`config.mk`:
```
export PLATFORM = sky130hd
export DESIGN_NAME = usbh_opreg_bank
export DESIGN_NICKNAME = d
export VERILOG_FILES = /design/src/rtl/usbh_opreg_pkg.sv /design/src/rtl/usbh_uframe_timer.sv /design/src/rtl/usbh_sched_fsm.sv /design/src/rtl/usbh_sts_bits.sv /design/src/rtl/usbh_opreg_bank.sv
export SDC_FILE = /design/constraint.sdc
export NUM_CORES = 1
export LEC_CHECK = 0
export ABC_CLOCK_PERIOD_IN_PS = 2770
export BUFFER_PORTS_ARGS = -buffer_cell sky130_fd_sc_hd__buf_2
export CORE_AREA = 2 2 92 94
export CTS_CLUSTER_SIZE = 8
export DETAILED_ROUTE_END_ITERATION = 8
export DIE_AREA = 0 0 94 96
export MAX_ROUTING_LAYER = met4
export PLACE_DENSITY = 0.78
export RECOVER_POWER = 50
export SLEW_MARGIN = 20
export SYNTH_ARGS = -nofsm -noshare
export SYNTH_HDL_FRONTEND = slang
export SYNTH_SLANG_ARGS = --single-unit
export TNS_END_PERCENT = 30
```
`constraint.sdc`:
```
create_clock -name clk -period 2.77 [get_ports clk]
set_clock_uncertainty 0.05 [all_clocks]
set_input_delay 0.554 -clock clk [delete_from_list [all_inputs] [get_ports clk]]
set_output_delay 0.554 -clock clk [all_outputs]
set_load 0.02 [all_outputs]
```
`src/rtl/usbh_opreg_pkg.sv`:
```
package usbh_opreg_pkg;
    // Byte offsets decoded on the bus
    localparam int OFS_CMD  = 0;
    localparam int OFS_STS  = 4;
    localparam int OFS_IEN  = 8;
    localparam int OFS_FIDX = 12;
    localparam int OFS_CFG  = 16;

    // Command bit positions
    localparam int CMD_RUN   = 0;
    localparam int CMD_HCRST = 1;
    localparam int CMD_PSE   = 4;
    localparam int CMD_ASE   = 5;

    // Status layout
    localparam int N_INT    = 6;
    localparam int STS_HALT = 12;
    localparam int STS_REC  = 13;
    localparam int STS_PSS  = 14;
    localparam int STS_ASS  = 15;

    typedef enum logic {RUN_HALTED, RUN_ACTIVE} run_state_e;
    typedef enum logic {SCH_OFF, SCH_ON} sched_state_e;
endpackage

```
`src/rtl/usbh_uframe_timer.sv`:
```
module usbh_uframe_timer #(
    parameter int FIDX_W     = 14,
    parameter int UFRAME_CYC = 8
) (
    input  logic              clk,
    input  logic              rst_n,
    input  logic              soft_rst,
    input  logic              running,
    input  logic              wr_en,
    input  logic [FIDX_W-1:0] wr_val,
    output logic [FIDX_W-1:0] fidx
);
    logic tick;

    generate
        if (UFRAME_CYC <= 1) begin : g_direct
            assign tick = running;
        end else begin : g_prescale
            localparam int CNT_W = $clog2(UFRAME_CYC);
            localparam logic [CNT_W-1:0] LAST = CNT_W'(UFRAME_CYC - 1);
            logic [CNT_W-1:0] cnt;
            always_ff @(posedge clk or negedge rst_n) begin
                if (!rst_n)                        cnt <= '0;
                else if (!running || soft_rst)     cnt <= '0;
                else if (cnt == LAST)              cnt <= '0;
                else                               cnt <= cnt + 1'b1;
            end
            assign tick = running && (cnt == LAST);
        end
    endgenerate

    always_ff @(posedge clk or negedge rst_n) begin
        if (!rst_n)        fidx <= '0;
        else if (soft_rst) fidx <= '0;
        else if (wr_en)    fidx <= wr_val;
        else if (tick)     fidx <= fidx + 1'b1;
    end
endmodule

```
`src/rtl/usbh_sched_fsm.sv`:
```
module usbh_sched_fsm
    import usbh_opreg_pkg::*;
(
    input  logic clk,
    input  logic rst_n,
    input  logic soft_rst,
    input  logic run_d,
    input  logic pse,
    input  logic ase,
    input  logic frame_edge,
    output logic halted,
    output logic running,
    output logic pss,
    output logic ass
);
    run_state_e   run_q, run_n;
    sched_state_e per_q, per_n;
    sched_state_e asy_q, asy_n;

    // state register
    always_ff @(posedge clk or negedge rst_n) begin
        if (!rst_n) begin
            run_q <= RUN_HALTED;
            per_q <= SCH_OFF;
            asy_q <= SCH_OFF;
        end else begin
            run_q <= run_n;
            per_q <= per_n;
            asy_q <= asy_n;
        end
    end

    // next-state logic
    always_comb begin
        run_n = run_q;
        per_n = per_q;
        asy_n = asy_q;
        unique case (run_q)
            RUN_HALTED: if (run_d)  run_n = RUN_ACTIVE;   // START
            RUN_ACTIVE: if (!run_d) run_n = RUN_HALTED;   // STOP
        endcase
        unique case (per_q)
            SCH_OFF: if (frame_edge && pse)  per_n = SCH_ON;   // P_ENABLE
            SCH_ON:  if (frame_edge && !pse) per_n = SCH_OFF;  // P_DISABLE
        endcase
        unique case (asy_q)
            SCH_OFF: if (ase)  asy_n = SCH_ON;    // A_ENABLE
            SCH_ON:  if (!ase) asy_n = SCH_OFF;   // A_DISABLE
        endcase
        if (soft_rst) begin
            per_n = SCH_OFF;
            asy_n = SCH_OFF;
        end
    end

    // outputs
    always_comb begin
        halted  = (run_q == RUN_HALTED);
        running = (run_q == RUN_ACTIVE);
        pss     = (per_q == SCH_ON);
        ass     = (asy_q == SCH_ON);
    end

    // periodic status moves only after a frame-boundary edge
    a_r7_pss_on_boundary: assert property (@(posedge clk) disable iff (!rst_n)
        (pss != $past(pss)) |-> ($past(frame_edge) || $past(soft_rst)));

    // async status rises only after enable was seen
    a_r8_ass_after_enable: assert property (@(posedge clk) disable iff (!rst_n)
        $rose(ass) |-> $past(ase));
endmodule

```
`src/rtl/usbh_sts_bits.sv`:
```
module usbh_sts_bits
    import usbh_opreg_pkg::*;
(
    input  logic             clk,
    input  logic             rst_n,
    input  logic             soft_rst,
    input  logic [N_INT-1:0] clr_mask,
    input  logic [N_INT-1:0] set_mask,
    input  logic [N_INT-1:0] ien,
    input  logic             ev_sched_start,
    input  logic             ev_list_head,
    output logic [N_INT-1:0] int_bits,
    output logic             rec,
    output logic             done_pulse,
    output logic             irq
);
    always_ff @(posedge clk or negedge rst_n) begin
        if (!rst_n) begin
            int_bits   <= '0;
            rec        <= 1'b0;
            done_pulse <= 1'b0;
        end else begin
            // set events win over software clear and controller reset
            int_bits   <= (soft_rst ? '0 : (int_bits & ~clr_mask)) | set_mask;
            if (ev_sched_start)                rec <= 1'b1;
            else if (soft_rst || ev_list_head) rec <= 1'b0;
            done_pulse <= ev_list_head && !rec && !ev_sched_start && !soft_rst;
        end
    end

    assign irq = |(int_bits & ien);

    // a set event is never lost to a same-cycle clear
    a_r12_set_wins: assert property (@(posedge clk) disable iff (!rst_n)
        (|set_mask) |=> ((int_bits & $past(set_mask)) == $past(set_mask)));

    // done pulse only when the head event found reclamation clear
    a_r9_done_when_clear: assert property (@(posedge clk) disable iff (!rst_n)
        done_pulse |-> ($past(ev_list_head) && !$past(rec) && !$past(ev_sched_start)));
endmodule

```
`src/rtl/usbh_opreg_bank.sv`:
```
module usbh_opreg_bank
    import usbh_opreg_pkg::*;
#(
    parameter int ADDR_W     = 8,
    parameter int FIDX_W     = 14,
    parameter int UFRAME_CYC = 8
) (
    input  logic              clk,
    input  logic              rst_n,
    input  logic              bus_sel,
    input  logic              bus_we,
    input  logic [ADDR_W-1:0] bus_addr,
    input  logic [31:0]       bus_wdata,
    output logic [31:0]       bus_rdata,
    input  logic [N_INT-1:0]  ev_int_set,
    input  logic              ev_sched_start,
    input  logic              ev_list_head,
    output logic              irq,
    output logic              done_pulse
);
    localparam logic [31:0] HCRST_MASK = 32'(1) << CMD_HCRST;

    logic              aligned, wr;
    logic              cmd_wr, soft_rst;
    logic [31:0]       cmd_q, cmd_d;
    logic [N_INT-1:0]  ien_q, clr_mask, int_bits;
    logic              cfg_q;
    logic [FIDX_W-1:0] fidx;
    logic              halted, running, pss, ass, rec;
    logic [31:0]       sts_word;

    assign aligned  = (bus_addr[1:0] == 2'b00);
    assign wr       = bus_sel && bus_we && aligned;
    assign cmd_wr   = wr && (bus_addr == ADDR_W'(OFS_CMD));
    assign soft_rst = cmd_wr && bus_wdata[CMD_HCRST];
    assign clr_mask = (wr && (bus_addr == ADDR_W'(OFS_STS))) ? bus_wdata[N_INT-1:0] : '0;

    always_comb begin
        cmd_d = cmd_q;
        if (soft_rst)    cmd_d = '0;
        else if (cmd_wr) cmd_d = bus_wdata & ~HCRST_MASK;
    end

    always_ff @(posedge clk or negedge rst_n) begin
        if (!rst_n) begin
            cmd_q <= '0;
            ien_q <= '0;
            cfg_q <= 1'b0;
        end else begin
            cmd_q <= cmd_d;
            if (soft_rst) begin
                ien_q <= '0;
                cfg_q <= 1'b0;
            end else if (wr) begin
                if (bus_addr == ADDR_W'(OFS_IEN)) ien_q <= bus_wdata[N_INT-1:0];
                if (bus_addr == ADDR_W'(OFS_CFG)) cfg_q <= bus_wdata[0];
            end
        end
    end

    usbh_uframe_timer #(.FIDX_W(FIDX_W), .UFRAME_CYC(UFRAME_CYC)) u_timer (
        .clk(clk), .rst_n(rst_n), .soft_rst(soft_rst), .running(running),
        .wr_en(wr && (bus_addr == ADDR_W'(OFS_FIDX))),
        .wr_val(bus_wdata[FIDX_W-1:0]), .fidx(fidx)
    );

    usbh_sched_fsm u_sched (
        .clk(clk), .rst_n(rst_n), .soft_rst(soft_rst), .run_d(cmd_d[CMD_RUN]),
        .pse(cmd_q[CMD_PSE]), .ase(cmd_q[CMD_ASE]), .frame_edge(fidx[2:0] == 3'd0),
        .halted(halted), .running(running), .pss(pss), .ass(ass)
    );

    usbh_sts_bits u_sts (
        .clk(clk), .rst_n(rst_n), .soft_rst(soft_rst), .clr_mask(clr_mask),
        .set_mask(ev_int_set), .ien(ien_q), .ev_sched_start(ev_sched_start),
        .ev_list_head(ev_list_head), .int_bits(int_bits), .rec(rec),
        .done_pulse(done_pulse), .irq(irq)
    );

    always_comb begin
        sts_word              = '0;
        sts_word[N_INT-1:0]   = int_bits;
        sts_word[STS_HALT]    = halted;
        sts_word[STS_REC]     = rec;
        sts_word[STS_PSS]     = pss;
        sts_word[STS_ASS]     = ass;
    end

    always_comb begin
        bus_rdata = '0;
        if (bus_sel && aligned) begin
            case (bus_addr)
                ADDR_W'(OFS_CMD):  bus_rdata = cmd_q;
                ADDR_W'(OFS_STS):  bus_rdata = sts_word;
                ADDR_W'(OFS_IEN):  bus_rdata = 32'(ien_q);
                ADDR_W'(OFS_FIDX): bus_rdata = 32'(fidx);
                ADDR_W'(OFS_CFG):  bus_rdata = 32'(cfg_q);
                default:           bus_rdata = '0;
            endcase
        end
    end

    // a rising run bit always comes with HALTED clear
    a_r3_run_clears_halt: assert property (@(posedge clk) disable iff (!rst_n)
        $rose(cmd_q[CMD_RUN]) |-> !halted);

    // controller reset leaves every register at its default
    a_r4_hcrst_defaults: assert property (@(posedge clk) disable iff (!rst_n)
        soft_rst |=> (cmd_q == '0 && halted && ien_q == '0 && !cfg_q && fidx == '0 && !pss && !ass));

    // rejected accesses read zero
    a_r10_unaligned_zero: assert property (@(posedge clk) disable iff (!rst_n)
        (bus_sel && !aligned) |-> (bus_rdata == '0));
endmodule

```
==> results of run 1 <==
[path summary, 6_finish.rpt]
| path | startpoint | to | slack [ns] | depth (start not counted) |
|---|---|---|---|---|
| worst max-delay path | bus_addr[5] | bus_rdata[21] | 0.26 | 7 |
| worst min-delay path | ev_sched_start | u_sts.done_pulse | 0.34 | 2 |
| worst max register to register | u_timer.g_prescale.cnt[0] | u_timer.fidx[12] | 0.93 | 6 |
| worst min register to register | u_timer.g_prescale.cnt[0] | u_timer.g_prescale.cnt[0] | 0.39 | 1 |
| max in group asynchronous | rst_n | u_timer.fidx[0] | 0.71 | 2 |
| min in group asynchronous | rst_n | cmd_q[19] | 0.64 | 1 |
[worst max-delay path: cells and delay by family]
family / cells / cell delay [ns]
and+or+nand+nor: 4 / 0.85
buffers and inverters: 3 / 0.50
[cell families (layout without fill, tap and decap cells)]
group           Yosys count  count (layout)  synth area share, %
flops                    65              65                46.48
simple gates            165             165                26.21
buf+inv                  29             116                3.324
xor+xnor                 11              11                2.753
mux                      11              11                4.970
compound gates           87              87                14.84
fa+ha+maj                 4               4                1.430
[metrics by stage]
stage                     util [%]  area [sq um]
final                        52.18          4202
after global routing         52.18          4202
after CTS                    52.62          4237
after detailed placement     50.37          4055
after global placement       50.37          4055
after floorplan                  -          3500
[layout by cell type, fill, tap and decap left out, types with 9 or more instances in the layout]
cell | netlist | final
nor2_1 | 20 | 20
o21ai_0 | 43 | 43
nand2_1 | 49 | 49
buf_2 | 5 | 83
a21oi_1 | 16 | 16
nand2b_1 | 30 | 30
clkbuf_8 | 0 | 10
and2_1 | 19 | 18
a22oi_1 | 9 | 9
dfrtp_1 | 65 | 65
nand3_1 | 9 | 9
[per-layer routing]
layer	vias up	track usage [%]	routed length, um
met5	-	-	0
met1	1405	26.42	3763
li1	1476	-	-
met4	0	7.850	109
met3	16	2.662	367
met2	76	31.79	4035
[where the power goes]
part / internal, W / leakage [nW] / switching, W
registers: 0.000972 / 0.792 / 0.0000240
logic: 0.0000885 / 1.05 / 0.000109
clock network: 0.000348 / 0.0805 / 0.000376
total: 0.00141 / 1.93 / 0.000509
[cell type report]
cell class                      instances  area, sq um  share of cell area, %
Multi-Input combinational cell        278         1757                  41.81
Clock buffer                           10        137.6                  3.276
Sequential cell                        65         1627                  38.71
Tap cell                              105        131.4                  3.127
Clock inverter                          6        43.79                  1.042
Inverter                                4        15.01                 0.3574
Timing Repair Buffer                   96        490.5                  11.67
[flip-flops by register name, summed over array words and instances, names as in the netlist]
register / cells
u_sts.done_pulse: 1
u_timer.fidx: 14
ien_q: 6
u_timer.g_prescale.cnt: 3
cfg_q: 1
u_sched.ass: 1
cmd_q: 31
u_sts.rec: 1
u_sched.pss: 1
u_sts.int_bits: 6
==> metrics.md, run 1 <==
| Metric | Value |
|---|---|
| Clock Latency Late Sink | `roughly 0.34 ns` |
| Setup Crit Path Kind | `in -> out` |
| Pwr Total | `about 0.0019 W` |
| Post-Syn Nets | `~430` |
| Largest net degree at the start of global routing | `53` |
| Cell Count, Final, Fillers Out | `564` |
| Most frequent cell after synthesis | `dfrtp_1` |
| CTS tree | `built` |
| Final #Nets | `slightly above 500` |
| RSZ-0062 raised after global routing | `no` |
| Reg clk slew, reported paths | `~0.07 ns` |
| Antenna diodes | `0` |
| Number of synthesized flops with an enable pin | `0` |
| Power Density | `roughly 460 nW/um^2` |
| Final setup vio count | `0` |
| CP Max Fanout | `16` |
| CTS resizes | `0` |
| Die area | `~9000 sq um` |
| Routability cong. | `~0.81` |
| Synth cell types | `38` |
| Worst Path Arrival | `between 1.5 and 2 ns` |
| Total of max-cap violations | `1` |
| Failing checks | `capacitance limit, slew limit` |
| Via-to-Cell Ratio | `5.271` |
| Post-CTS Setup Bufs | `0` |
| Starting DRT DRC Count | `approximately 260` |
| GRT overflow | `0` |
| IO Port Bufs | `85` |
| Top FF cell, synth | `dfrtp_1` |
| Global-route wire length before repair | `roughly 14000 um` |
| Slowest stage delay, CP | `around 0.29 ns` |
| Vias in the first global route | `approximately 2800` |
| Slew HR | `-20.30%` |
| H-tree Lvls | `3` |
| Placed wire-length estimate | `between 6000 and 7000 um` |
| Most frequent cells after synthesis | `65 x dfrtp_1, 49 x nand2_1, 43 x o21ai_0` |
| Fin crit period | `approximately 2.5 ns` |
| Die Width | `about 94 um` |
| Peak supply drop | `0.2637 mV` |
| TritonCTS buffer count | `9` |
| Clk buf depth | `2` |
| Via count | `between 2000 and 3000` |
| CP cell instances | `buf_2 -> nor3_2 -> nand4b_1 -> nor4b_4 -> buf_4 -> and2_1 -> buf_2` |
| Fin worst setup slack | `between 0.2 and 0.3 ns` |
| Slowest cell on crit path | `nor4b_4` |
| Initial core utilization | `a little over two fifths` |
| Flops & latches, synth | `65` |
| Layout cell share with drive strength beyond 1 | `27.45%` |
| Top cells by area, synth | `dfrtp_1 46%, o21ai_0 6.1%, nand2b_1 5.4%, nand2_1 5.3%, and2_1 3.4%` |
| Worst Tran Pin Value | `approximately 1.8 ns` |
| Min-delay worst type | `in -> reg` |
| Hold buffer count at CTS | `0` |
| Initial antenna violation count | `0` |
| Most frequent cell on the critical path | `buf_2` |
| Final WL | `approximately 8300 um` |
| Status | `finished, violations left` |
| Post-Syn Instances | `approximately 370` |
| Maximum clock frequency | `398.9 MHz` |
| DIE HEIGHT | `between 90 and 100 um` |
| # fillers | `between 700 and 800` |
| # DRC | `0` |
| Synth Warn # | `0` |
| Synth Area per Inst | `roughly 9.4 sq um` |
| Async set-reset flop share out of synthesis | `100.0%` |
| Leading area contributor after synthesis | `dfrtp_1` |
| Sequential-to-total area share from yosys stat | `46.48%` |
| Worst Path Required | `2.17 ns` |
| Min Hold Slack | `about 0.34 ns` |
| Setup TNS | `0 ns` |
| Num ports | `86` |
| Synth top area share | `~46%` |
| Worst setup EP type | `output pin` |
| Cell row count | `33` |
| CTS Sinks | `65` |
| Placed Cells | `approximately 550` |
| Routed len/inst | `roughly 15 um` |
| Fin. max-slew vios | `35` |
| Post-placement setup slack | `about 0.28 ns` |
| TritonRoute pass-1 iters | `4` |
| Element type at the critical path start | `input pin` |
| Area delta synth->final | `20.06%` |
| Clk root buf | `clkbuf_8` |
| Total GRT Usage | `20.05%` |
| LEAKAGE | `roughly 1.9 nW` |
| ANT nets after route | `0` |
| Final-report hold violation count | `0` |
| Tcrit/Tclk final | `90.49%` |
| Netlist Area Pre-Place | `around 3500 sq um` |
| CORE AREA | `between 8000 and 9000 sq um` |
Note: power is estimated with default switching activity, not from simulation.
==> run 2: changes to the inputs <==
--- a/config.mk
+++ b/config.mk
@@ -5,8 +5,9 @@
 export SDC_FILE = /design/constraint.sdc
 export NUM_CORES = 1
 export LEC_CHECK = 0
-export ABC_CLOCK_PERIOD_IN_PS = 2770
+export ABC_CLOCK_PERIOD_IN_PS = 2900
 export BUFFER_PORTS_ARGS = -buffer_cell sky130_fd_sc_hd__buf_2
+export CAP_MARGIN = 20
 export CORE_AREA = 2 2 92 94
 export CTS_CLUSTER_SIZE = 8
 export DETAILED_ROUTE_END_ITERATION = 8
==> constraint.sdc (replaced) <==
create_clock -name clk -period 2.9 [get_ports clk]
set_clock_uncertainty 0.05 [all_clocks]
set_input_delay 0.58 -clock clk [delete_from_list [all_inputs] [get_ports clk]]
set_output_delay 0.58 -clock clk [all_outputs]
set_load 0.02 [all_outputs]
==> metrics.md, run 2 (synthesis results as in run 1) <==
| Metric | Value |
|---|---|
| Status | `finished clean (was finished, violations left)` |
| Largest net degree at the start of global routing | `53 (unchanged)` |
| Grt met2 use | `35.36% (was 31.79%)` |
| TritonRoute pass-1 iters | `4 (unchanged)` |
| Via-to-Cell Ratio | `5.245 (was 5.271)` |
| CP Max Fanout | `16 (unchanged)` |
| Initial core utilization | `43.47% (unchanged)` |
| Placed wire-length estimate | `6220 um (was 6119 um)` |
| Cell row count | `33 (unchanged)` |
| Clk buf depth | `2 (unchanged)` |
| Final-report hold violation count | `0 (unchanged)` |
| CTS tree | `built (unchanged)` |
| Clock Latency Late Sink | `0.35 ns (was 0.34 ns)` |
| GR Util met1 | `25.37% (was 26.42%)` |
| Tcrit/Tclk final | `88.86%` |
| ANT nets after route | `0 (unchanged)` |
| Fin crit period | `around 2.6 ns` |
| Grt met3 use | `4.229% (was 2.662%)` |
| Num ports | `86 (unchanged)` |
| Final setup vio count | `0 (unchanged)` |
| # DRC | `0 (unchanged)` |
| Leading cell type in the layout, fill and taps excluded | `buf_2 (unchanged)` |
| Power Density | `475.8 nW/um^2 (was 456.5 nW/um^2)` |
| Biggest regs | `cmd_q: 31 flops, u_timer.fidx: 14 flops (unchanged)` |
| Global-route wire length before repair | `14020 um (was 13680 um)` |
| Worst Path Required | `2.27 ns (was 2.17 ns)` |
| CTS Sinks | `65 (unchanged)` |
| Setup TNS | `0 ns (unchanged)` |
| Max FFs per register | `31 (unchanged)` |
| Final #Nets | `509 (was 510)` |
| IO Port Bufs | `85 (unchanged)` |
| Reg clk slew, reported paths | `0.07 ns (about the same)` |
| Peak supply drop | `0.2569 mV (was 0.2637 mV)` |
| Worst Tran Pin Value | `1.479 ns (was 1.804 ns)` |
| Hold buffer count at CTS | `0 (unchanged)` |
| Final instance area | `4243 sq um (was 4202 sq um)` |
| LEAKAGE | `1.943 nW (was 1.925 nW)` |
| Reg with most FFs | `cmd_q (unchanged)` |
| Antenna diodes | `0 (unchanged)` |
| Die Width | `94 um (unchanged)` |
| CTS resizes | `0 (unchanged)` |
| CORE AREA | `8051 sq um (unchanged)` |
| DIE HEIGHT | `96 um (unchanged)` |
| Routability cong. | `0.8259 (was 0.8080)` |
| Element type at the critical path start | `input pin (unchanged)` |
| Slew HR | `1.414% (was -20.30%)` |
| Layout cell share with drive strength beyond 1 | `27.07% (was 27.45%)` |
| Initial antenna violation count | `0 (unchanged)` |
| Clk root buf | `clkbuf_8 (unchanged)` |
| # fillers | `740 (was 758)` |
| Vias in the first global route | `2867 (was 2826)` |
| Total GRT Usage | `20.90% (was 20.05%)` |
| Fin util | `52.70% (was 52.18%)` |
| Starting DRT DRC Count | `129 (was 261)` |
| H-tree Lvls | `3 (unchanged)` |
| Gr busiest metal | `met2 (unchanged)` |
| Most frequent cells in the layout | `82 x buf_2, 65 x dfrtp_1, 49 x nand2_1 (was 83 x buf_2, 65 x dfrtp_1, 49 x nand2_1)` |
| RSZ-0062 raised after global routing | `no (unchanged)` |
| GRT overflow | `0 (unchanged)` |
| Setup Crit Path Kind | `in -> out (unchanged)` |
| Post-CTS Setup Bufs | `0 (unchanged)` |
| Total of max-cap violations | `0 (was 1)` |
| Cell Area, Placed | `4060 sq um (was 4055 sq um)` |
| Routed len/inst | `15.04 um (was 14.67 um)` |
| Maximum clock frequency | `388.1 MHz` |
| Fin worst setup slack | `0.3232 ns (was 0.2634 ns)` |
| Area delta synth->final | `21.24% (was 20.06%)` |
| Die area | `9024 sq um (unchanged)` |
| Fin. max-slew vios | `0 (was 35)` |
| Post-placement setup slack | `0.3211 ns (was 0.2756 ns)` |
| Via count | `2953 (was 2973)` |
| TritonCTS buffer count | `9 (unchanged)` |
| Worst setup EP type | `output pin (unchanged)` |
| Min-delay worst type | `in -> reg (unchanged)` |
| Final WL | `8469 um (was 8276 um)` |
| Worst Path Arrival | `1.95 ns (was 1.90 ns)` |
==> run 2: changes by cell type in the layout (fill, tap and decap cells not counted) <==
cell | previous run | this run
buf_2 | 83 | 82
bufinv_16 | 0 | 2
clkbuf_1 | 4 | 5
clkbuf_2 | 3 | 2
clkinv_2 | 1 | 0
clkinvlp_4 | 4 | 3
==> run 2: area by class of cell <==
class / count / area, sq um / area share (%)
repair buffers: 95 / 484.2 / 11.41
flip-flops and latches: 65 / 1627 / 38.34
clock buffers: 10 / 137.6 / 3.244
inverters: 4 / 15.01 / 0.3539
multi-input cells: 278 / 1757 / 41.40
well taps: 105 / 131.4 / 3.096
clock inverters: 6 / 91.34 / 2.153
==> run 2: routing by layer <==
metal / vias to the layer above / part of all wire (%)
li1: 1462 / -
met1: 1407 / 42
met2: 72 / 51
met3: 12 / 5.0
met4: 0 / 1.3
met5: - / 0
==> run 2: final timing paths <==
kind	cells past startpoint	from	end	slack, ns
setup / recovery	7	bus_addr[5]	bus_rdata[31]	0.32
hold / removal	2	ev_sched_start	u_sts.done_pulse	0.35
setup reg to reg	6	u_timer.g_prescale.cnt[0]	u_timer.fidx[12]	1.13
hold reg to reg	1	u_timer.g_prescale.cnt[0]	u_timer.g_prescale.cnt[0]	0.39
max in group asynchronous	2	rst_n	u_timer.g_prescale.cnt[2]	0.62
min in group asynchronous	1	rst_n	u_timer.fidx[9]	0.52
==> run 2: worst max-delay path, stage by stage <==
cell and delay (ns):
buf_2 0.13, nor3_2 0.21, nand4b_1 0.22, nor4b_4 0.29
buf_4 0.21, and2_1 0.15, buf_2 0.16
==> run 2: stage by stage <==
stage | cells | hold slack, ns | power (W)
global placement | 547 | 0.3731 | 0.001156
floorplan | 372 | 0.2344 | 0.001066
detailed placement | 547 | 0.3845 | 0.001161
finish | 563 | 0.3501 | 0.002019
CTS | 563 | 0.2199 | 0.002038
global route | 563 | 0.3497 | 0.002098
==> run 2: report_power, final <==
group          leakage, nW  switching, W  internal, W  total (W)
Clock                0.105      0.000371     0.000508   0.000879
Combinational         1.05      0.000104    0.0000837   0.000188
Sequential           0.792     0.0000230     0.000929   0.000952
Total                 1.94      0.000498      0.00152    0.00202
